$ cat config.mk
export PLATFORM = sky130hd
export DESIGN_NAME = conv_result_fifo
export DESIGN_NICKNAME = d
export VERILOG_FILES = /design/src/rtl/crf_pkg.sv /design/src/rtl/crf_rst_sync.sv /design/src/rtl/crf_store.sv /design/src/rtl/crf_irq.sv /design/src/rtl/conv_result_fifo.sv
export SDC_FILE = /design/constraint.sdc
export NUM_CORES = 1
export LEC_CHECK = 0
export BUFFER_PORTS_ARGS = -buffer_cell sky130_fd_sc_hd__buf_2
export CAP_MARGIN = 0
export CORE_MARGIN = 5
export CORE_UTILIZATION = 55
export CTS_CLUSTER_DIAMETER = 60
export CTS_CLUSTER_SIZE = 20
export DETAILED_ROUTE_END_ITERATION = 10
export PLACE_DENSITY = 0.83
export SYNTH_ARGS = -nofsm -noshare
export SYNTH_HDL_FRONTEND = slang
export SYNTH_SLANG_ARGS = --single-unit
$ cat constraint.sdc
create_clock -name clk -period 4.3 [get_ports clk]
set_input_delay 0 -clock clk [delete_from_list [all_inputs] [get_ports clk]]
set_output_delay 0 -clock clk [all_outputs]
set_load 0.05 [all_outputs]
$ cat src/rtl/crf_pkg.sv
package crf_pkg;

  localparam int SLOT_W = 3;
  localparam int DATA_W = 20;
  localparam int CNTF_W = 8;
  localparam int IRQ_N  = 8;

  typedef struct packed {
    logic [SLOT_W-1:0] slot;
    logic [DATA_W-1:0] data;
  } crf_entry_t;

  typedef enum logic [2:0] {
    RA_INSPECT = 3'd0,
    RA_CONSUME = 3'd1,
    RA_CONFIG  = 3'd2,
    RA_ENABLE  = 3'd3,
    RA_STATUS  = 3'd4,
    RA_CLEAR   = 3'd5,
    RA_FORCE   = 3'd6
  } crf_addr_e;

  localparam int IB_CONV    = 0;
  localparam int IB_SCAN    = 1;
  localparam int IB_FILL75  = 2;
  localparam int IB_FILL100 = 3;
  localparam int IB_WEXC    = 4;
  localparam int IB_WINC    = 5;
  localparam int IB_XDONE   = 6;
  localparam int IB_XERR    = 7;

endpackage

$ cat src/rtl/crf_rst_sync.sv
module crf_rst_sync (
  input  logic clk,
  input  logic rst_n,
  output logic rst_sync_n
);

  logic [1:0] sync_q;

  always_ff @(posedge clk or negedge rst_n) begin
    if (!rst_n) begin
      sync_q <= 2'b00;
    end else begin
      sync_q <= {sync_q[0], 1'b1};
    end
  end

  assign rst_sync_n = sync_q[1];

endmodule

$ cat src/rtl/crf_store.sv
module crf_store
  import crf_pkg::*;
#(
  parameter int DEPTH = 16,
  parameter int CNT_W = $clog2(DEPTH + 1)
) (
  input  logic             clk,
  input  logic             rst_n,
  input  logic             push_req,
  input  crf_entry_t       push_ent,
  input  logic             pop_req,
  output crf_entry_t       head_ent,
  output logic [CNT_W-1:0] count_q,
  output logic             fill75_evt,
  output logic             fill100_evt
);

  localparam int PTR_W  = (DEPTH > 1) ? $clog2(DEPTH) : 1;
  localparam int THR75  = (DEPTH * 3) / 4;
  localparam int THR100 = DEPTH;

  crf_entry_t       mem_q [DEPTH];
  logic [PTR_W-1:0] wr_ptr_q, wr_ptr_d;
  logic [PTR_W-1:0] rd_ptr_q, rd_ptr_d;
  logic [CNT_W-1:0] count_d;
  logic             do_pop, do_push;

  // next-state
  always_comb begin
    do_pop  = pop_req && (count_q != '0);
    do_push = push_req && ((count_q != CNT_W'(DEPTH)) || do_pop);

    wr_ptr_d = wr_ptr_q;
    if (do_push) begin
      wr_ptr_d = (wr_ptr_q == PTR_W'(DEPTH - 1)) ? '0 : wr_ptr_q + 1'b1;
    end

    rd_ptr_d = rd_ptr_q;
    if (do_pop) begin
      rd_ptr_d = (rd_ptr_q == PTR_W'(DEPTH - 1)) ? '0 : rd_ptr_q + 1'b1;
    end

    unique case ({do_push, do_pop})
      2'b10:   count_d = count_q + CNT_W'(1);
      2'b01:   count_d = count_q - CNT_W'(1);
      default: count_d = count_q;
    endcase

    fill75_evt  = (count_q < CNT_W'(THR75))  && (count_d >= CNT_W'(THR75));
    fill100_evt = (count_q < CNT_W'(THR100)) && (count_d >= CNT_W'(THR100));
  end

  // registers
  always_ff @(posedge clk or negedge rst_n) begin
    if (!rst_n) begin
      wr_ptr_q <= '0;
      rd_ptr_q <= '0;
      count_q  <= '0;
    end else begin
      wr_ptr_q <= wr_ptr_d;
      rd_ptr_q <= rd_ptr_d;
      count_q  <= count_d;
    end
  end

  // storage: one clock enable per entry, no reset on data
  for (genvar gi = 0; gi < DEPTH; gi++) begin : g_entry
    logic ent_we;
    assign ent_we = do_push && (wr_ptr_q == PTR_W'(gi));
    always_ff @(posedge clk) begin
      if (ent_we) begin
        mem_q[gi] <= push_ent;
      end
    end
  end

  assign head_ent = (count_q == '0) ? '0 : mem_q[rd_ptr_q];


  count_bound_chk: assert property (@(posedge clk) disable iff (!rst_n)
    count_q <= CNT_W'(DEPTH));


  empty_pop_chk: assert property (@(posedge clk) disable iff (!rst_n)
    (pop_req && !push_req && count_q == '0) |=> (count_q == '0));


  full_drop_chk: assert property (@(posedge clk) disable iff (!rst_n)
    (push_req && !pop_req && count_q == CNT_W'(DEPTH)) |=>
      (count_q == CNT_W'(DEPTH) && $stable(wr_ptr_q)));


  push_pop_hold_chk: assert property (@(posedge clk) disable iff (!rst_n)
    (push_req && pop_req && count_q != '0) |=> $stable(count_q));

endmodule

$ cat src/rtl/crf_irq.sv
module crf_irq #(
  parameter int N = 8
) (
  input  logic         clk,
  input  logic         rst_n,
  input  logic [N-1:0] src_evt,
  input  logic         en_we,
  input  logic         set_we,
  input  logic         clr_we,
  input  logic [N-1:0] wbits,
  output logic [N-1:0] enable_q,
  output logic [N-1:0] status_q,
  output logic         irq
);

  logic [N-1:0] status_d;
  logic [N-1:0] enable_d;

  // next-state, one generated cell per status bit
  for (genvar gk = 0; gk < N; gk++) begin : g_bit
    logic set_k, clr_k;
    assign set_k = src_evt[gk] | (set_we & wbits[gk]);
    assign clr_k = clr_we & wbits[gk];
    assign status_d[gk] = set_k | (status_q[gk] & ~clr_k);
  end

  assign enable_d = en_we ? wbits : enable_q;

  // registers
  always_ff @(posedge clk or negedge rst_n) begin
    if (!rst_n) begin
      status_q <= '0;
      enable_q <= '0;
    end else begin
      status_q <= status_d;
      enable_q <= enable_d;
    end
  end

  assign irq = |(status_q & enable_q);


  evt_sticky_chk: assert property (@(posedge clk) disable iff (!rst_n)
    (|src_evt) |=> ((status_q & $past(src_evt)) == $past(src_evt)));


  force_set_chk: assert property (@(posedge clk) disable iff (!rst_n)
    set_we |=> ((status_q & $past(wbits)) == $past(wbits)));


  clear_w1c_chk: assert property (@(posedge clk) disable iff (!rst_n)
    (clr_we && !set_we && src_evt == '0) |=> ((status_q & $past(wbits)) == '0));


  hold_chk: assert property (@(posedge clk) disable iff (!rst_n)
    (!clr_we && !set_we && src_evt == '0) |=> $stable(status_q));

endmodule

$ cat src/rtl/conv_result_fifo.sv
module conv_result_fifo
  import crf_pkg::*;
#(
  parameter int DEPTH = 16
) (
  input  logic        clk,
  input  logic        rst_n,
  input  logic        res_valid,
  input  logic [2:0]  res_slot,
  input  logic [19:0] res_data,
  input  logic        evt_conv_done,
  input  logic        evt_scan_done,
  input  logic        evt_win_exc,
  input  logic        evt_win_inc,
  input  logic        evt_xfer_done,
  input  logic        evt_xfer_err,
  input  logic [2:0]  reg_addr,
  input  logic        reg_rd,
  input  logic        reg_wr,
  input  logic [31:0] reg_wdata,
  output logic [31:0] reg_rdata,
  output logic        irq
);

  localparam int CNT_W = $clog2(DEPTH + 1);
  localparam int THR75 = (DEPTH * 3) / 4;

  logic             rst_sync_n;
  crf_entry_t       push_ent, head_ent;
  logic [CNT_W-1:0] cnt_q;
  logic             fill75_evt, fill100_evt;
  logic             pop_req;
  logic             cfg_dest_q, cfg_dest_d;
  logic [IRQ_N-1:0] src_evt, enable_q, status_q;
  logic             en_we, set_we, clr_we;
  logic [31:0]      head_word;
  logic [23:0]      wdata_unused;

  assign wdata_unused = reg_wdata[31:8];

  crf_rst_sync i_rst_sync (
    .clk        (clk),
    .rst_n      (rst_n),
    .rst_sync_n (rst_sync_n)
  );

  // register decode
  always_comb begin
    pop_req = (reg_rd && reg_addr == RA_CONSUME && cfg_dest_q)
           || (reg_wr && reg_addr == RA_INSPECT);
    en_we   = reg_wr && reg_addr == RA_ENABLE;
    set_we  = reg_wr && reg_addr == RA_FORCE;
    clr_we  = reg_wr && reg_addr == RA_CLEAR;
    cfg_dest_d = (reg_wr && reg_addr == RA_CONFIG) ? reg_wdata[0] : cfg_dest_q;
  end

  always_ff @(posedge clk or negedge rst_sync_n) begin
    if (!rst_sync_n) begin
      cfg_dest_q <= 1'b0;
    end else begin
      cfg_dest_q <= cfg_dest_d;
    end
  end

  assign push_ent.slot = res_slot;
  assign push_ent.data = res_data;

  crf_store #(.DEPTH(DEPTH), .CNT_W(CNT_W)) i_store (
    .clk         (clk),
    .rst_n       (rst_sync_n),
    .push_req    (res_valid),
    .push_ent    (push_ent),
    .pop_req     (pop_req),
    .head_ent    (head_ent),
    .count_q     (cnt_q),
    .fill75_evt  (fill75_evt),
    .fill100_evt (fill100_evt)
  );

  always_comb begin
    src_evt             = '0;
    src_evt[IB_CONV]    = evt_conv_done;
    src_evt[IB_SCAN]    = evt_scan_done;
    src_evt[IB_FILL75]  = fill75_evt;
    src_evt[IB_FILL100] = fill100_evt;
    src_evt[IB_WEXC]    = evt_win_exc;
    src_evt[IB_WINC]    = evt_win_inc;
    src_evt[IB_XDONE]   = evt_xfer_done;
    src_evt[IB_XERR]    = evt_xfer_err;
  end

  crf_irq #(.N(IRQ_N)) i_irq (
    .clk      (clk),
    .rst_n    (rst_sync_n),
    .src_evt  (src_evt),
    .en_we    (en_we),
    .set_we   (set_we),
    .clr_we   (clr_we),
    .wbits    (reg_wdata[IRQ_N-1:0]),
    .enable_q (enable_q),
    .status_q (status_q),
    .irq      (irq)
  );

  // read mux
  assign head_word = {1'b0, head_ent.slot, CNTF_W'(cnt_q), head_ent.data};

  always_comb begin
    unique case (reg_addr)
      RA_INSPECT, RA_CONSUME: reg_rdata = head_word;
      RA_CONFIG:              reg_rdata = {31'd0, cfg_dest_q};
      RA_ENABLE:              reg_rdata = {{(32-IRQ_N){1'b0}}, enable_q};
      RA_STATUS:              reg_rdata = {{(32-IRQ_N){1'b0}}, status_q};
      default:                reg_rdata = 32'd0;
    endcase
  end


  fill_edge_chk: assert property (@(posedge clk) disable iff (!rst_sync_n)
    (cnt_q >= CNT_W'(THR75) && $past(cnt_q) < CNT_W'(THR75)) |-> status_q[IB_FILL75]);


  full_edge_chk: assert property (@(posedge clk) disable iff (!rst_sync_n)
    (cnt_q == CNT_W'(DEPTH) && $past(cnt_q) != CNT_W'(DEPTH)) |-> status_q[IB_FILL100]);


  keep_view_chk: assert property (@(posedge clk) disable iff (!rst_sync_n)
    (reg_rd && !reg_wr && !res_valid && !cfg_dest_q) |=> $stable(cnt_q));


  irq_mask_chk: assert property (@(posedge clk) disable iff (!rst_sync_n)
    (enable_q == '0) |-> !irq);

endmodule

# Word level (Yosys, flattened, before mapping)
# Memory sizes are Yosys's and may differ from the RTL's.
# Index checks and enable logic that the tools add are counted.
# op_classes
mux,82
n_reduce_logical,50
n_eq_ne,25
bitwise_logic,49
order_cmp,4
n_addsub,4
# ops
op,count
2-to-1 mux 23 bit,16
OR reduction 23 bit,15
one-hot mux 31 bit (4 select lines),1
2-to-1 mux 4 bit,17
2-to-1 mux 1 bit,47
"== test 4 bit, second input constant",9
logical AND 1 bit,27
AND 1 bit,24
"== test 4 x 3 -> 1 bit, second input constant",4
OR 1 bit,16
one-hot mux 5 bit (2 select lines),1
"== test 3 bit, second input constant",3
"adder 4 x 1 -> 4 bit, second input constant",2
AND 8 bit,1
"== test 4 x 2 -> 1 bit, second input constant",2
NOT 1 bit,8
OR reduction 8 bit,1
"== test 3 x 2 -> 1 bit, second input constant",2
"adder 5 x 1 -> 5 bit, second input constant",1
">= comparator 5 x 4 -> 1 bit, second input constant",1
">= comparator 5 bit, second input constant",1
zero test 5 bit,1
"less-than comparator 5 x 4 -> 1 bit, second input constant",1
"less-than comparator 5 bit, second input constant",1
11 further kinds,12
# totals
out_inout_bits,33
ramBits,368
memories,1
inputBits,69
word_cells,222
register_bits,32
# memory_table
memory,depth,word_bits,rd,rd_clocked_by_memory_dff,wr,line_no,source
i_store.mem_q,16,23,1,0,1,crf_store.sv:22,crf_entry_t mem_q [DEPTH];

# Depth between registers and ports, before layout
# Gate-level depths: netlist of run 1.
# logic_depth
depth_word,26
depth_mapped,11
depth_no_buf,10

# Modules after synthesis
# From an unflattened synthesis of run 1, not the netlist that was laid out.
# unflattened
hier_cells,816
area_unflattened_um2,16225.6
# modules_own_cells
mod,area_each_um2,instances,cells_per_inst,seq_area_each_um2
crf_store,15013.1,1,703,11375.9
crf_irq,660.6,1,48,400.4
conv_result_fifo,498.0,1,62,25.0
crf_rst_sync,53.8,1,3,50.0

# Worst setup path before layout of run 1
# No wires, ideal clock.
# synth_timing
kind,reg2reg
from,register cfg_dest_q
to,memory i_store.mem_q[0][0] (netlist name) (enable)
setup_time_ps,470
t_arrival_ps,3437
required_ps,3830
synth_period_minus_slack_ps,3907
path_slack_ps,393
path_stages_with_launch,6
n_path_buf,1
path_cell_list,dfrtp_1 nand3_1 a21oi_1 o31ai_2 buf_2 nor4b_1
# synth_between
word_cells_on_any_way,98
classes_between,mux (62); reduce/logical (36)
# synth_rtl
item,line_no,source
"start, declared",conv_result_fifo.sv:33,"logic cfg_dest_q, cfg_dest_d;"
"start signal, assigned",conv_result_fifo.sv:61,cfg_dest_q <= cfg_dest_d;
logical AND 1 bit,conv_result_fifo.sv:49,pop_req = (reg_rd && reg_addr == RA_CONSUME && cfg_dest_q)
logical OR 1 bit,conv_result_fifo.sv:50,|| (reg_wr && reg_addr == RA_INSPECT);
logical AND 1 bit,crf_store.sv:30,do_pop = pop_req && (count_q != '0);
logical OR 1 bit,crf_store.sv:31,do_push = push_req && ((count_q != CNT_W'(DEPTH)) || do_pop);
logical AND 1 bit,crf_store.sv:31,
logical AND 1 bit,crf_store.sv:69,assign ent_we = do_push && (wr_ptr_q == PTR_W'(gi));
via i_store.g_entry[0].ent_we,crf_store.sv:68,logic ent_we;
2-to-1 mux 1 bit,crf_store.sv:71,if (ent_we) begin
2-to-1 mux 1 bit (not written as such),crf_store.sv:72,mem_q[gi] <= push_ent;
2-to-1 mux 1 bit (no source line) (15 in series),--,
"end, declared",crf_store.sv:22,
# The timed path passes the listed nets, and every way through them passes these cells.

# Final worst setup path of run 1
# layout_timing
from,register i_store.count_q[1]
to,register i_store.count_q[4]
# layout_between
elab_chain_cells,6
word_cells_on_any_way,10
classes_between,add/sub (2); eq/ne (3); mux (1); reduce/logical (4)
# layout_rtl
item,line_no,source
"start, declared",crf_store.sv:13,"output logic [CNT_W-1:0] count_q,"
"start signal, assigned",crf_store.sv:62,count_q <= count_d;
nonzero test 5 bit,crf_store.sv:30,
logical AND 1 bit,crf_store.sv:30,
logical OR 1 bit,crf_store.sv:31,
logical AND 1 bit,crf_store.sv:31,
== test 2 x 1 -> 1 bit or == test 2 bit (tied branches),crf_store.sv:43,"unique case ({do_push, do_pop})"
one-hot mux 5 bit (2 select lines) (*),crf_store.sv:43,
via i_store.count_d[4],crf_store.sv:25,logic [CNT_W-1:0] count_d;
# Mark *: on every way through the listed nets, which the timed path passes. The rest lies on a longest branch.
# A chain may end at the register's enable or synchronous reset.

==> flow_metrics.env, run 1 <==
export IMPL_synth_commonest_cells="edfxtp_1 (368), mux4_2 (115), dfrtp_1 (32), clkbuf_1 (20), inv_1 (20)"
export IMPL_dr_pass1_iters=5
export IMPL_antenna_found_initial=0
export IMPL_clk_latency_ns=0.55
export IMPL_ys_seq_elements=400
export IMPL_synthFlopType="edfxtp_1"
export IMPL_drv_cap=0
export IMPL_syn_area_mm2=0.01595
export IMPL_drive_gt1_share_pct=30.90
export IMPL_crit_path_end="i_store.count_q[4]"
export IMPL_synthArstFlopShare_pct=8.000
export IMPL_core_rowCount=62
export IMPL_grt_overflow_total=0
export IMPL_chipWidth_um=180.3
export IMPL_area_growth_pct=14.10
export IMPL_fin_skew_ns=0.01789
export IMPL_io_buffers=73
export IMPL_placed_area_mm2=0.01688
export IMPL_timing_fmax_mhz=289.8
export IMPL_ir_worst_vdd_mv=0.3468
export IMPL_whs_ns=0.02388
export IMPL_max_slew_margin_pct=27.99
export IMPL_dp_hpwl_um=19060
export IMPL_ctsHtreeMaxLevel=1
export IMPL_synthCells=746
export IMPL_worstMarginPinSlew_ns=1.080
export IMPL_r2r_start="i_store.count_q[1]"
export IMPL_initial_core_util_pct=55.58
export IMPL_fin_ws_ns=0.8489
export IMPL_numCtsBuffers=27
export IMPL_post_route_min_period_ns=3.451
export IMPL_min_period_over_period_pct=80.26
export IMPL_routed_wl_um=33210
export IMPL_finalMaxSlewViolations=0
export IMPL_cts_tree="done"
export IMPL_worst_r2r_path_depth=10
export IMPL_yosys_area_top_type="edfxtp_1"
export IMPL_yosysMostFrequentCell="edfxtp_1"
export IMPL_ys_seq_area_share_pct=74.30
export IMPL_status="complete, no violations"
export IMPL_cts_sinks=400
export IMPL_place_congestion=0.8214
export IMPL_dp_cells=1193
export IMPL_ys_warn_count=0
export IMPL_yosys_top_cells_area="edfxtp_1 (69%), mux4_2 (16%), dfrtp_1 (5.0%)"
export IMPL_finalSetupViolCount=0
export IMPL_rsz0062_at_grt="false"
export IMPL_cp_data_arrival_time_ns=3.87
export IMPL_fin_nets=966
export IMPL_critPathCaptureType="register"
export IMPL_worstReg2RegEnd="i_store.count_q[4]"
export IMPL_avgRoutedWirePerCell_um=25.81
export IMPL_grt_pass1_wl_um=50760
export IMPL_post_route_drc_count=0
export IMPL_root_buffer="clkbuf_16"
export IMPL_core_area_mm2=0.02870
export IMPL_hp_class="primary input to register"
export IMPL_drtIter0Drc=826
export IMPL_fin_cells=1287
export IMPL_synth_top_area_share_pct=69.28
export IMPL_grt_usage_pct=20.43
export IMPL_cp_start_kind="register"
export IMPL_critPathKind="register to register"
export IMPL_critPathLaunch="i_store.count_q[1]"
export IMPL_grt_max_degree=53
export IMPL_hold_viol=0
export IMPL_pre_cts_ws_ns=0.9077
export IMPL_n_antenna_cell=0
export IMPL_dieArea_mm2=0.03251
export IMPL_pin_count=102
export IMPL_ctsResizeCount=0
export IMPL_synth_edf_count=368
export IMPL_regToRegSetupSlack_ns=0.85
export IMPL_setup_tns_final_ns=0
export IMPL_die_h_um=180.3
export IMPL_power_leakage_nw=5.999
export IMPL_required_ns=4.72
export IMPL_clockBufferDepth=3
export IMPL_antenna_left=0
export IMPL_postSynthAreaPerCell_um2=21.38
export IMPL_final_area_mm2=0.01820
export IMPL_first_global_vias=8197
export IMPL_critPathMaxFanout=8
export IMPL_power_mw=10.56
export IMPL_final_util_pct=63.41
export IMPL_clk_pin_slew_worst_paths_ns=0.08
export IMPL_vias=7868
export IMPL_power_density_mw_per_mm2=580.4
export IMPL_yosysUniqueCellTypes=50
export IMPL_drt_vias_per_instance=6.113
-- metal layers --
layer | wire, um | share of wire (%) | up-vias | GRT usage (%)
met5 | 0 | 0 | - | 0
met4 | 678 | 2.0 | 0 | 4.416
met3 | 2782 | 8.4 | 57 | 3.694
met2 | 16460 | 50 | 383 | 33.39
met1 | 13300 | 40 | 4067 | 29.62
li1 | - | - | 3361 | -
-- cells in the final DEF (no fill, tap or decap), drive strengths merged, types with 4 or more instances in the layout --
| cell type | Yosys | routed |
|---|---|---|
| mux4 | 115 | 115 |
| o21ai | 12 | 12 |
| nor2b | 17 | 17 |
| dlygate4sd3 | 0 | 50 |
| a221o | 7 | 7 |
| ha | 8 | 8 |
| o211ai | 4 | 4 |
| nor2 | 14 | 14 |
| and3 | 5 | 5 |
| nand2 | 14 | 14 |
| and2 | 10 | 10 |
| clkbuf | 20 | 29 |
| clkinv | 0 | 9 |
| a21oi | 7 | 7 |
| edfxtp | 368 | 368 |
| a22oi | 15 | 15 |
| conb | 2 | 5 |
| inv | 20 | 24 |
| buf | 21 | 101 |
| dfrtp | 32 | 32 |
| nor4b | 4 | 4 |
| mux2 | 11 | 11 |
-- how the worst min path moves through the flow --
stage / end / cells past startpoint / slack, ns / start
final: i_store.rd_ptr_q[3] / 5 / 0.02 / reg_rd
after global routing: i_store.rd_ptr_q[3] / 5 / 0.05 / reg_rd
after CTS: i_store.rd_ptr_q[3] / 5 / 0.005 / reg_rd
after detailed placement: i_rst_sync.sync_q[1] / 1 / -0.21 / rst_n
after global placement: i_rst_sync.sync_q[1] / 1 / -0.21 / rst_n
after floorplan: i_rst_sync.sync_q[0] / 0 / -0.30 / rst_n
-- layout make-up --
cell class / count / area, um^2
inverters: 20 / 75.07
flip-flops and latches: 400 / 11860
clock inverters: 15 / 138.9
multi-input cells: 288 / 3850
repair buffers: 151 / 1114
well taps: 384 / 480.5
fillers: 1944 / 10500
clock buffers: 29 / 683.2
-- cell families after synthesis --
| family | share of synthesized area [%] |
|---|---|
| multiplexers | 17.08 |
| XOR/XNOR | 0.3295 |
| other | 0.04708 |
| flip-flops | 74.30 |
| AND/OR/NAND/NOR | 2.887 |
| AO/OA/AOI/OAI | 2.761 |
| adder cells (fa/ha/maj) | 0.7530 |
| buffers and inverters | 1.851 |
-- report_power, final --
group	total, mW	leakage (nW)	switching (mW)	internal [mW]
sequential	5.11	3.69	0.438	4.67
combinational	2.96	1.91	1.45	1.51
clock	2.50	0.399	1.27	1.23
-- worst max-delay path, cell delays in order, from the launching register on --
cell and delay [ns]:
dfrtp_1 0.42, or4_1 0.70, o221ai_2 0.41, nand2b_1 0.21, inv_1 0.10, ha_1 0.33, nor2b_1 0.14, o21ai_0 0.11
a2111oi_0 0.59, nor2_1 0.16, xnor2_1 0.15
-- flip-flops by register name (all words and copies together), names as in the netlist --
| signal | flops |
|---|---|
| i_store.count_q | 5 |
| cfg_dest_q | 1 |
| i_irq.status_q | 8 |
| i_rst_sync.sync_q | 2 |
| i_store.wr_ptr_q | 4 |
| i_store.mem_q | 368 |
| i_irq.enable_q | 8 |
| i_store.rd_ptr_q | 4 |
-- what timing repair did --
action	4_1_cts	5_1_grt
hold buffers	50	0
hold endpoints to repair	391	0
buffers inserted	0	0
Note: power is estimated with default switching activity, not from simulation.
==> run 2, diff against run 1 <==
--- a/config.mk
+++ b/config.mk
@@ -5,6 +5,7 @@
 export SDC_FILE = /design/constraint.sdc
 export NUM_CORES = 1
 export LEC_CHECK = 0
+export ABC_AREA = 1
 export BUFFER_PORTS_ARGS = -buffer_cell sky130_fd_sc_hd__buf_2
 export CAP_MARGIN = 0
 export CORE_MARGIN = 5
@@ -12,7 +13,7 @@
 export CTS_CLUSTER_DIAMETER = 60
 export CTS_CLUSTER_SIZE = 20
 export DETAILED_ROUTE_END_ITERATION = 10
-export PLACE_DENSITY = 0.83
+export PLACE_DENSITY = 0.86
 export SYNTH_ARGS = -nofsm -noshare
 export SYNTH_HDL_FRONTEND = slang
 export SYNTH_SLANG_ARGS = --single-unit
==> constraint.sdc (replaced) <==
create_clock -name clk -period 3.1 [get_ports clk]
set_input_delay 0 -clock clk [delete_from_list [all_inputs] [get_ports clk]]
set_output_delay 0 -clock clk [all_outputs]
set_load 0.05 [all_outputs]
==> flow_metrics.env, run 2 <==
export IMPL_synth_xor_area_share_pct=0.2682
export IMPL_timing_fmax_mhz=335.3
export IMPL_top_usage_layer="met2"
export IMPL_io_buffers=73
export IMPL_fin_cells=1826
export IMPL_place_congestion=0.8709
export IMPL_yosysMostFrequentCell="edfxtp_1"
export IMPL_synthArstFlopShare_pct=8.000
export IMPL_ir_worst_vdd_mv=0.6591
export IMPL_grt_use_met3_pct=3.967
export IMPL_dp_cells=1731
export IMPL_drtIter0Drc=1630
export IMPL_synth_top_area_share_pct=67.67
export IMPL_placed_area_mm2=0.01725
export IMPL_grt_usage_pct=23.79
export IMPL_num_fill_cells=1982
export IMPL_final_area_mm2=0.01862
export IMPL_use_met2_pct=40.11
export IMPL_critPathCaptureType="output port"
export IMPL_synthCells=1289
export IMPL_finalSetupViolCount=0
export IMPL_regToRegSetupSlack_ns=0.57
export IMPL_dieArea_mm2=0.03324
export IMPL_dp_hpwl_um=22840
export IMPL_synthFlopType="edfxtp_1"
export IMPL_core_rowCount=63
export IMPL_ctsHtreeMaxLevel=1
export IMPL_synth_mux_area_share_pct=0
export IMPL_min_period_over_period_pct=96.20
export IMPL_routed_wl_um=40310
export IMPL_first_global_vias=11170
export IMPL_vias=11290
export IMPL_worstReg2RegEnd="i_store.mem_q[2][16]"
export IMPL_critPathKind="register to output port"
export IMPL_power_mw=15.52
export IMPL_die_h_um=182.3
export IMPL_critPathBufInv=2
export IMPL_core_area_mm2=0.02948
export IMPL_yosys_area_top_type="edfxtp_1"
export IMPL_root_buffer="clkbuf_16"
export IMPL_drt_vias_per_instance=6.182
export IMPL_synth_compound_area_share_pct=9.356
export IMPL_cp_start_kind="register"
export IMPL_r2r_start="i_store.count_q[0]"
export IMPL_chipWidth_um=182.3
export IMPL_numCtsBuffers=26
export IMPL_synth_adder_area_share_pct=0.7356
export IMPL_initial_core_util_pct=55.39
export IMPL_n_antenna_cell=0
export IMPL_seq_area_mm2=0.01186
export IMPL_grt_max_degree=161
export IMPL_antenna_found_initial=0
export IMPL_ys_seq_elements=400
export IMPL_postSynthAreaPerCell_um2=12.67
export IMPL_use_met1_pct=31.76
export IMPL_hp_class="primary input to register"
export IMPL_hold_viol=0
export IMPL_post_route_drc_count=0
export IMPL_max_slew_margin_pct=44.00
export IMPL_synth_simple_area_share_pct=13.47
export IMPL_syn_area_mm2=0.01633
export IMPL_required_ns=3.10
export IMPL_largest_reg_flops=368
export IMPL_clk_latency_ns=0.55
export IMPL_setup_tns_final_ns=0
export IMPL_power_leakage_nw=6.599
export IMPL_final_common_cell="edfxtp_1"
export IMPL_clockBufferDepth=3
export IMPL_dr_pass1_iters=6
export IMPL_finalMaxSlewViolations=0
export IMPL_hold_path_depth=6
export IMPL_power_density_mw_per_mm2=833.6
export IMPL_multiInputGateArea_mm2=0.003950
export IMPL_fin_nets=1500
export IMPL_antenna_left=0
export IMPL_cts_sinks=400
export IMPL_critPathMaxFanout=12
export IMPL_cp_data_arrival_time_ns=2.98
export IMPL_yosysUniqueCellTypes=50
export IMPL_clk_pin_slew_worst_paths_ns=0.08
export IMPL_path_delay_family="simple AND/OR/NAND/NOR gates"
export IMPL_min_from="reg_addr[0]"
export IMPL_status="complete, no violations"
export IMPL_ys_seq_area_share_pct=72.58
export IMPL_synth_commonest_cells="edfxtp_1 (368), nand2_1 (234), nor2_1 (133), nand3_1 (93), o21ai_0 (75)"
export IMPL_layout_common_cells="edfxtp_1 (368), nand2_1 (234), nor2_1 (117)"
export IMPL_slowest_delay_ns=0.65
export IMPL_rsz0062_at_grt="false"
export IMPL_ys_warn_count=0
export IMPL_post_route_min_period_ns=2.982
export IMPL_worstMarginPinSlew_ns=0.8330
export IMPL_top_regs="i_store.mem_q: 368 flops, i_irq.enable_q: 8 flops, i_irq.status_q: 8 flops"
export IMPL_avgRoutedWirePerCell_um=22.08
export IMPL_path_cells="nor2_2 > inv_1 > a21oi_1 > nor2_1 > nand2_1 > nand3_1 > buf_2"
export IMPL_area_growth_pct=14.04
export IMPL_top_register="i_store.mem_q"
export IMPL_cpMaxStageDelayCell="nor2_2"
export IMPL_grt_overflow_total=0
export IMPL_fin_skew_ns=0.01594
export IMPL_grt_pass1_wl_um=61930
export IMPL_pin_count=102
export IMPL_synth_edf_count=368
export IMPL_whs_endpoint="i_store.rd_ptr_q[1]"
export IMPL_yosys_top_cells_area="edfxtp_1 (68%), nand2_1 (5.4%), dfrtp_1 (4.9%)"
export IMPL_synth_top_family_by_area="simple AND/OR/NAND/NOR gates"
export IMPL_cts_tree="done"
export IMPL_worst_r2r_path_depth=9
export IMPL_drive_gt1_share_pct=14.97
export IMPL_drv_cap=0
-- run 2: cell types whose count changed after synthesis, sizes merged, moves of 37 or more --
cell | before | now
mux4 | 115 | 0
nand3 | 2 | 97
o21ai | 12 | 90
nor2 | 14 | 136
nand2 | 14 | 240
buf | 21 | 58
a21oi | 7 | 46
-- run 2: tightest hold or removal path, cell delays in order --
cell and delay (ns):
buf_2 0.13, nor2_2 0.06, nand3_2 0.07, nand2_4 0.07, nand2_4 0.14, a21oi_1 0.09
-- run 2: logic make-up after synthesis --
family	Yosys count
compound gates	244
xor+xnor	5
buf+inv	123
flops	400
other cells	2
simple gates	506
fa+ha+maj	9
-- run 2: how the worst max path moves through the flow --
stage	from	end	slack [ns]	cells after the start
after floorplan	i_store.count_q[0]	i_store.mem_q[0][0]	0.68	8
after global placement	i_store.rd_ptr_q[2]	reg_rdata[8]	0.66	5
after detailed placement	i_store.rd_ptr_q[2]	reg_rdata[8]	0.57	5
after CTS	i_store.rd_ptr_q[1]	reg_rdata[3]	0.12	9
after global routing	i_store.rd_ptr_q[2]	reg_rdata[4]	0.002	7
final	i_store.rd_ptr_q[2]	reg_rdata[4]	0.12	7
-- run 2: through the flow --
| step | util [%] | worst slack (ns) | hold slack (ns) |
|---|---|---|---|
| 2_1_floorplan | - | 0.6763 | -0.2956 |
| 3_3_place_gp | 58.51 | 0.6600 | -0.2144 |
| 3_5_place_dp | 58.51 | 0.5704 | -0.2137 |
| 4_1_cts | 63.16 | 0.1172 | 0.02387 |
| 5_1_grt | 63.17 | 0.002437 | 0.07930 |
| 6_report | 63.17 | 0.1177 | 0.06379 |
-- run 2: layer usage --
metal / wire length (um) / up-vias / share of wire (%)
met4: 1440 / 0 / 3.6
met2: 19710 / 777 / 49
li1: - / 4951 / -
met3: 4724 / 115 / 12
met5: 0 / - / 0
met1: 14440 / 5445 / 36
-- run 2: power breakdown --
part	total (mW)	internal, mW	switching, mW
logic	5.24	1.50	3.74
clock network	3.54	1.81	1.73
registers	6.75	6.48	0.262
-- run 2: area by class of cell --
cell class,count,share of cell area [%]
clock buffers,33,3.803
well taps,390,2.620
multi-input cells,769,21.21
clock inverters,9,0.6921
repair buffers,176,6.961
inverters,49,1.041
flip-flops and latches,400,63.67
-- run 2: repair_timing --
action,in CTS,in global routing
setup endpoints to repair,1,1
hold endpoints to repair,397,0
gates resized for setup,1,2
hold buffers,53,0
gates cloned,0,0
pin swaps,0,0
setup buffers,0,0
==> run 3, diff against run 2 <==
--- a/config.mk
+++ b/config.mk
@@ -8,8 +8,10 @@
 export ABC_AREA = 1
 export BUFFER_PORTS_ARGS = -buffer_cell sky130_fd_sc_hd__buf_2
 export CAP_MARGIN = 0
+export CELL_PAD_IN_SITES_DETAIL_PLACEMENT = 1
+export CELL_PAD_IN_SITES_GLOBAL_PLACEMENT = 1
 export CORE_MARGIN = 5
-export CORE_UTILIZATION = 55
+export CORE_UTILIZATION = 45
 export CTS_CLUSTER_DIAMETER = 60
 export CTS_CLUSTER_SIZE = 20
 export DETAILED_ROUTE_END_ITERATION = 10
==> constraint.sdc (replaced) <==
create_clock -name clk -period 2.6 [get_ports clk]
set_input_delay 0 -clock clk [delete_from_list [all_inputs] [get_ports clk]]
set_output_delay 0 -clock clk [all_outputs]
set_load 0.05 [all_outputs]
==> flow_metrics.env, run 3 (same netlist as run 2, synthesis figures left out) <==
export IMPL_status="complete, no violations"
export IMPL_cts_sinks=400
export IMPL_core_area_mm2=0.03566
export IMPL_timing_fmax_mhz=388.3
export IMPL_power_density_mw_per_mm2=1048
export IMPL_die_h_um=200.5
export IMPL_first_global_vias=12740
export IMPL_finalMaxSlewViolations=0
export IMPL_pre_cts_ws_ns=0.2532
export IMPL_fin_ws_ns=0.02480
export IMPL_drtIter0Drc=1292
export IMPL_ir_worst_vdd_mv=0.6446
export IMPL_dp_hpwl_um=29090
export IMPL_numCtsBuffers=29
export IMPL_layout_common_cells="edfxtp_1 (368), nand2_1 (229), nor2_1 (114)"
export IMPL_clk_latency_ns=0.58
export IMPL_whs_ns=0.07743
export IMPL_routed_wl_um=52740
export IMPL_slowest_delay_ns=0.56
export IMPL_post_route_min_period_ns=2.575
export IMPL_final_util_pct=54.27
export IMPL_core_rowCount=69
export IMPL_io_buffers=73
export IMPL_chipWidth_um=200.5
export IMPL_drt_vias_per_instance=6.165
export IMPL_required_ns=2.60
export IMPL_min_period_over_period_pct=99.05
export IMPL_critPathBufInv=3
export IMPL_grt_max_degree=87
export IMPL_post_route_drc_count=0
export IMPL_area_growth_pct=18.49
export IMPL_power_mw=20.29
export IMPL_power_leakage_nw=6.836
export IMPL_vias=11830
export IMPL_clockBufferDepth=3
export IMPL_path_cells="buf_12 > clkbuf_16 > or2_1 > o211ai_1 > o21ai_1 > o2111ai_2 > nand3_2 > buf_6"
export IMPL_critPathCaptureType="output port"
export IMPL_drv_cap=0
export IMPL_final_common_cell="edfxtp_1"
export IMPL_grt_usage_pct=24.76
export IMPL_min_from="reg_addr[0]"
export IMPL_grt_overflow_total=0
export IMPL_cpMaxStageDelayCell="dfrtp_4"
export IMPL_rsz0062_at_grt="true"
export IMPL_largest_reg_flops=368
export IMPL_fin_nets=1514
export IMPL_max_slew_margin_pct=41.85
export IMPL_worstMarginPinSlew_ns=0.8651
export IMPL_cp_start_kind="register"
export IMPL_hold_viol=0
export IMPL_finalSetupViolCount=0
export IMPL_antenna_found_initial=3
export IMPL_critPathKind="register to output port"
export IMPL_critPathMaxFanout=22
export IMPL_place_congestion=0.8060
export IMPL_fin_skew_ns=0.02312
export IMPL_top_regs="i_store.mem_q: 368 flops, i_irq.enable_q: 8 flops, i_irq.status_q: 8 flops"
export IMPL_critPathLaunch="i_store.rd_ptr_q[0]"
export IMPL_initial_core_util_pct=45.80
export IMPL_pin_count=102
export IMPL_cp_data_arrival_time_ns=2.58
export IMPL_drive_gt1_share_pct=17.53
export IMPL_avgRoutedWirePerCell_um=27.49
export IMPL_cts_tree="done"
export IMPL_grt_pass1_wl_um=77110
export IMPL_dr_pass1_iters=5
export IMPL_hp_class="primary input to register"
export IMPL_clk_pin_slew_worst_paths_ns=0.08
export IMPL_ctsHtreeMaxLevel=1
export IMPL_num_fill_cells=3549
export IMPL_dieArea_mm2=0.04020
export IMPL_top_register="i_store.mem_q"
export IMPL_antenna_left=0
export IMPL_root_buffer="clkbuf_16"
export IMPL_r2r_start="i_store.count_q[2]"
export IMPL_path_delay_family="buffers and inverters"
run 3: cell count changes in the layout (fill, tap and decap cells not counted), moves of 4 or more:
cell | previous run | this run
buf_2 | 73 | 55
buf_6 | 0 | 9
buf_12 | 2 | 10
clkinv_4 | 0 | 6
clkbuf_1 | 5 | 0
clkbuf_16 | 27 | 32
nand2_1 | 234 | 229
nand2_2 | 4 | 8
run 3: power breakdown:
group	total [mW]	leakage [nW]	switching, mW	internal, mW
sequential	8.10	3.69	0.360	7.74
combinational	7.50	2.69	5.15	2.35
clock	4.69	0.464	2.38	2.31
run 3: through the flow:
| step | instances | instance area, um^2 | setup TNS [ns] |
|---|---|---|---|
| global route | 1919 | 19350 | -0.08024 |
| CTS | 1909 | 19100 | -0.08075 |
| finish | 1919 | 19350 | 0 |
| floorplan | 1292 | 16340 | 0 |
| global placement | 1805 | 17470 | 0 |
| detailed placement | 1805 | 17470 | 0 |
run 3: repair_timing:
action                                 in CTS  in global routing
hold buffers                               53                  0
endpoints found under the hold margin     396                  0
setup endpoints to repair                  22                 23
resized for setup                          32                 33
setup buffers                               0                  2
pin swaps                                   0                  7
gates cloned                                1                  5
run 3: worst reg2reg max path: cells and delay by family, from the launching register on:
family                     cells  cell delay, ns
AOI/OAI and AO/OA              2            0.38
adders and majority gates      1            0.38
buffers and inverters          1            0.13
DFF                            1            0.46
and+or+nand+nor                7            0.92
run 3: area by class of cell:
cell class | instances | area, um^2 | share of cell area, %
Timing Repair inverter | 1 | 8.758 | 0.04527
Tap cell | 461 | 576.8 | 2.981
Clock buffer | 29 | 725.7 | 3.751
Antenna cell | 3 | 7.507 | 0.03880
Inverter | 49 | 205.2 | 1.061
Sequential cell | 400 | 11860 | 61.28
Multi-Input combinational cell | 769 | 4049 | 20.93
Timing Repair Buffer | 186 | 1695 | 8.762
Clock inverter | 21 | 224.0 | 1.158
run 3: metal layers:
metal | part of all wire [%] | GRT usage, % | vias to the layer above
met3 | 7.1 | 3.247 | 179
met1 | 36 | 29.36 | 6003
met5 | 0 | 0 | -
li1 | - | - | 5001
met4 | 4.8 | 10.35 | 0
met2 | 52 | 45.43 | 648
run 3: final timing paths:
| path | end | slack (ns) | cells after the start |
|---|---|---|---|
| setup reg to reg | i_irq.status_q[3] | 0.24 | 11 |
| min in group asynchronous | i_store.count_q[4] | 0.24 | 0 |
| hold / removal | i_store.rd_ptr_q[1] | 0.08 | 6 |
| max in group asynchronous | i_irq.enable_q[6] | 1.65 | 1 |
| setup / recovery | reg_rdata[5] | 0.02 | 8 |
| hold reg to reg | i_store.count_q[4] | 0.24 | 0 |
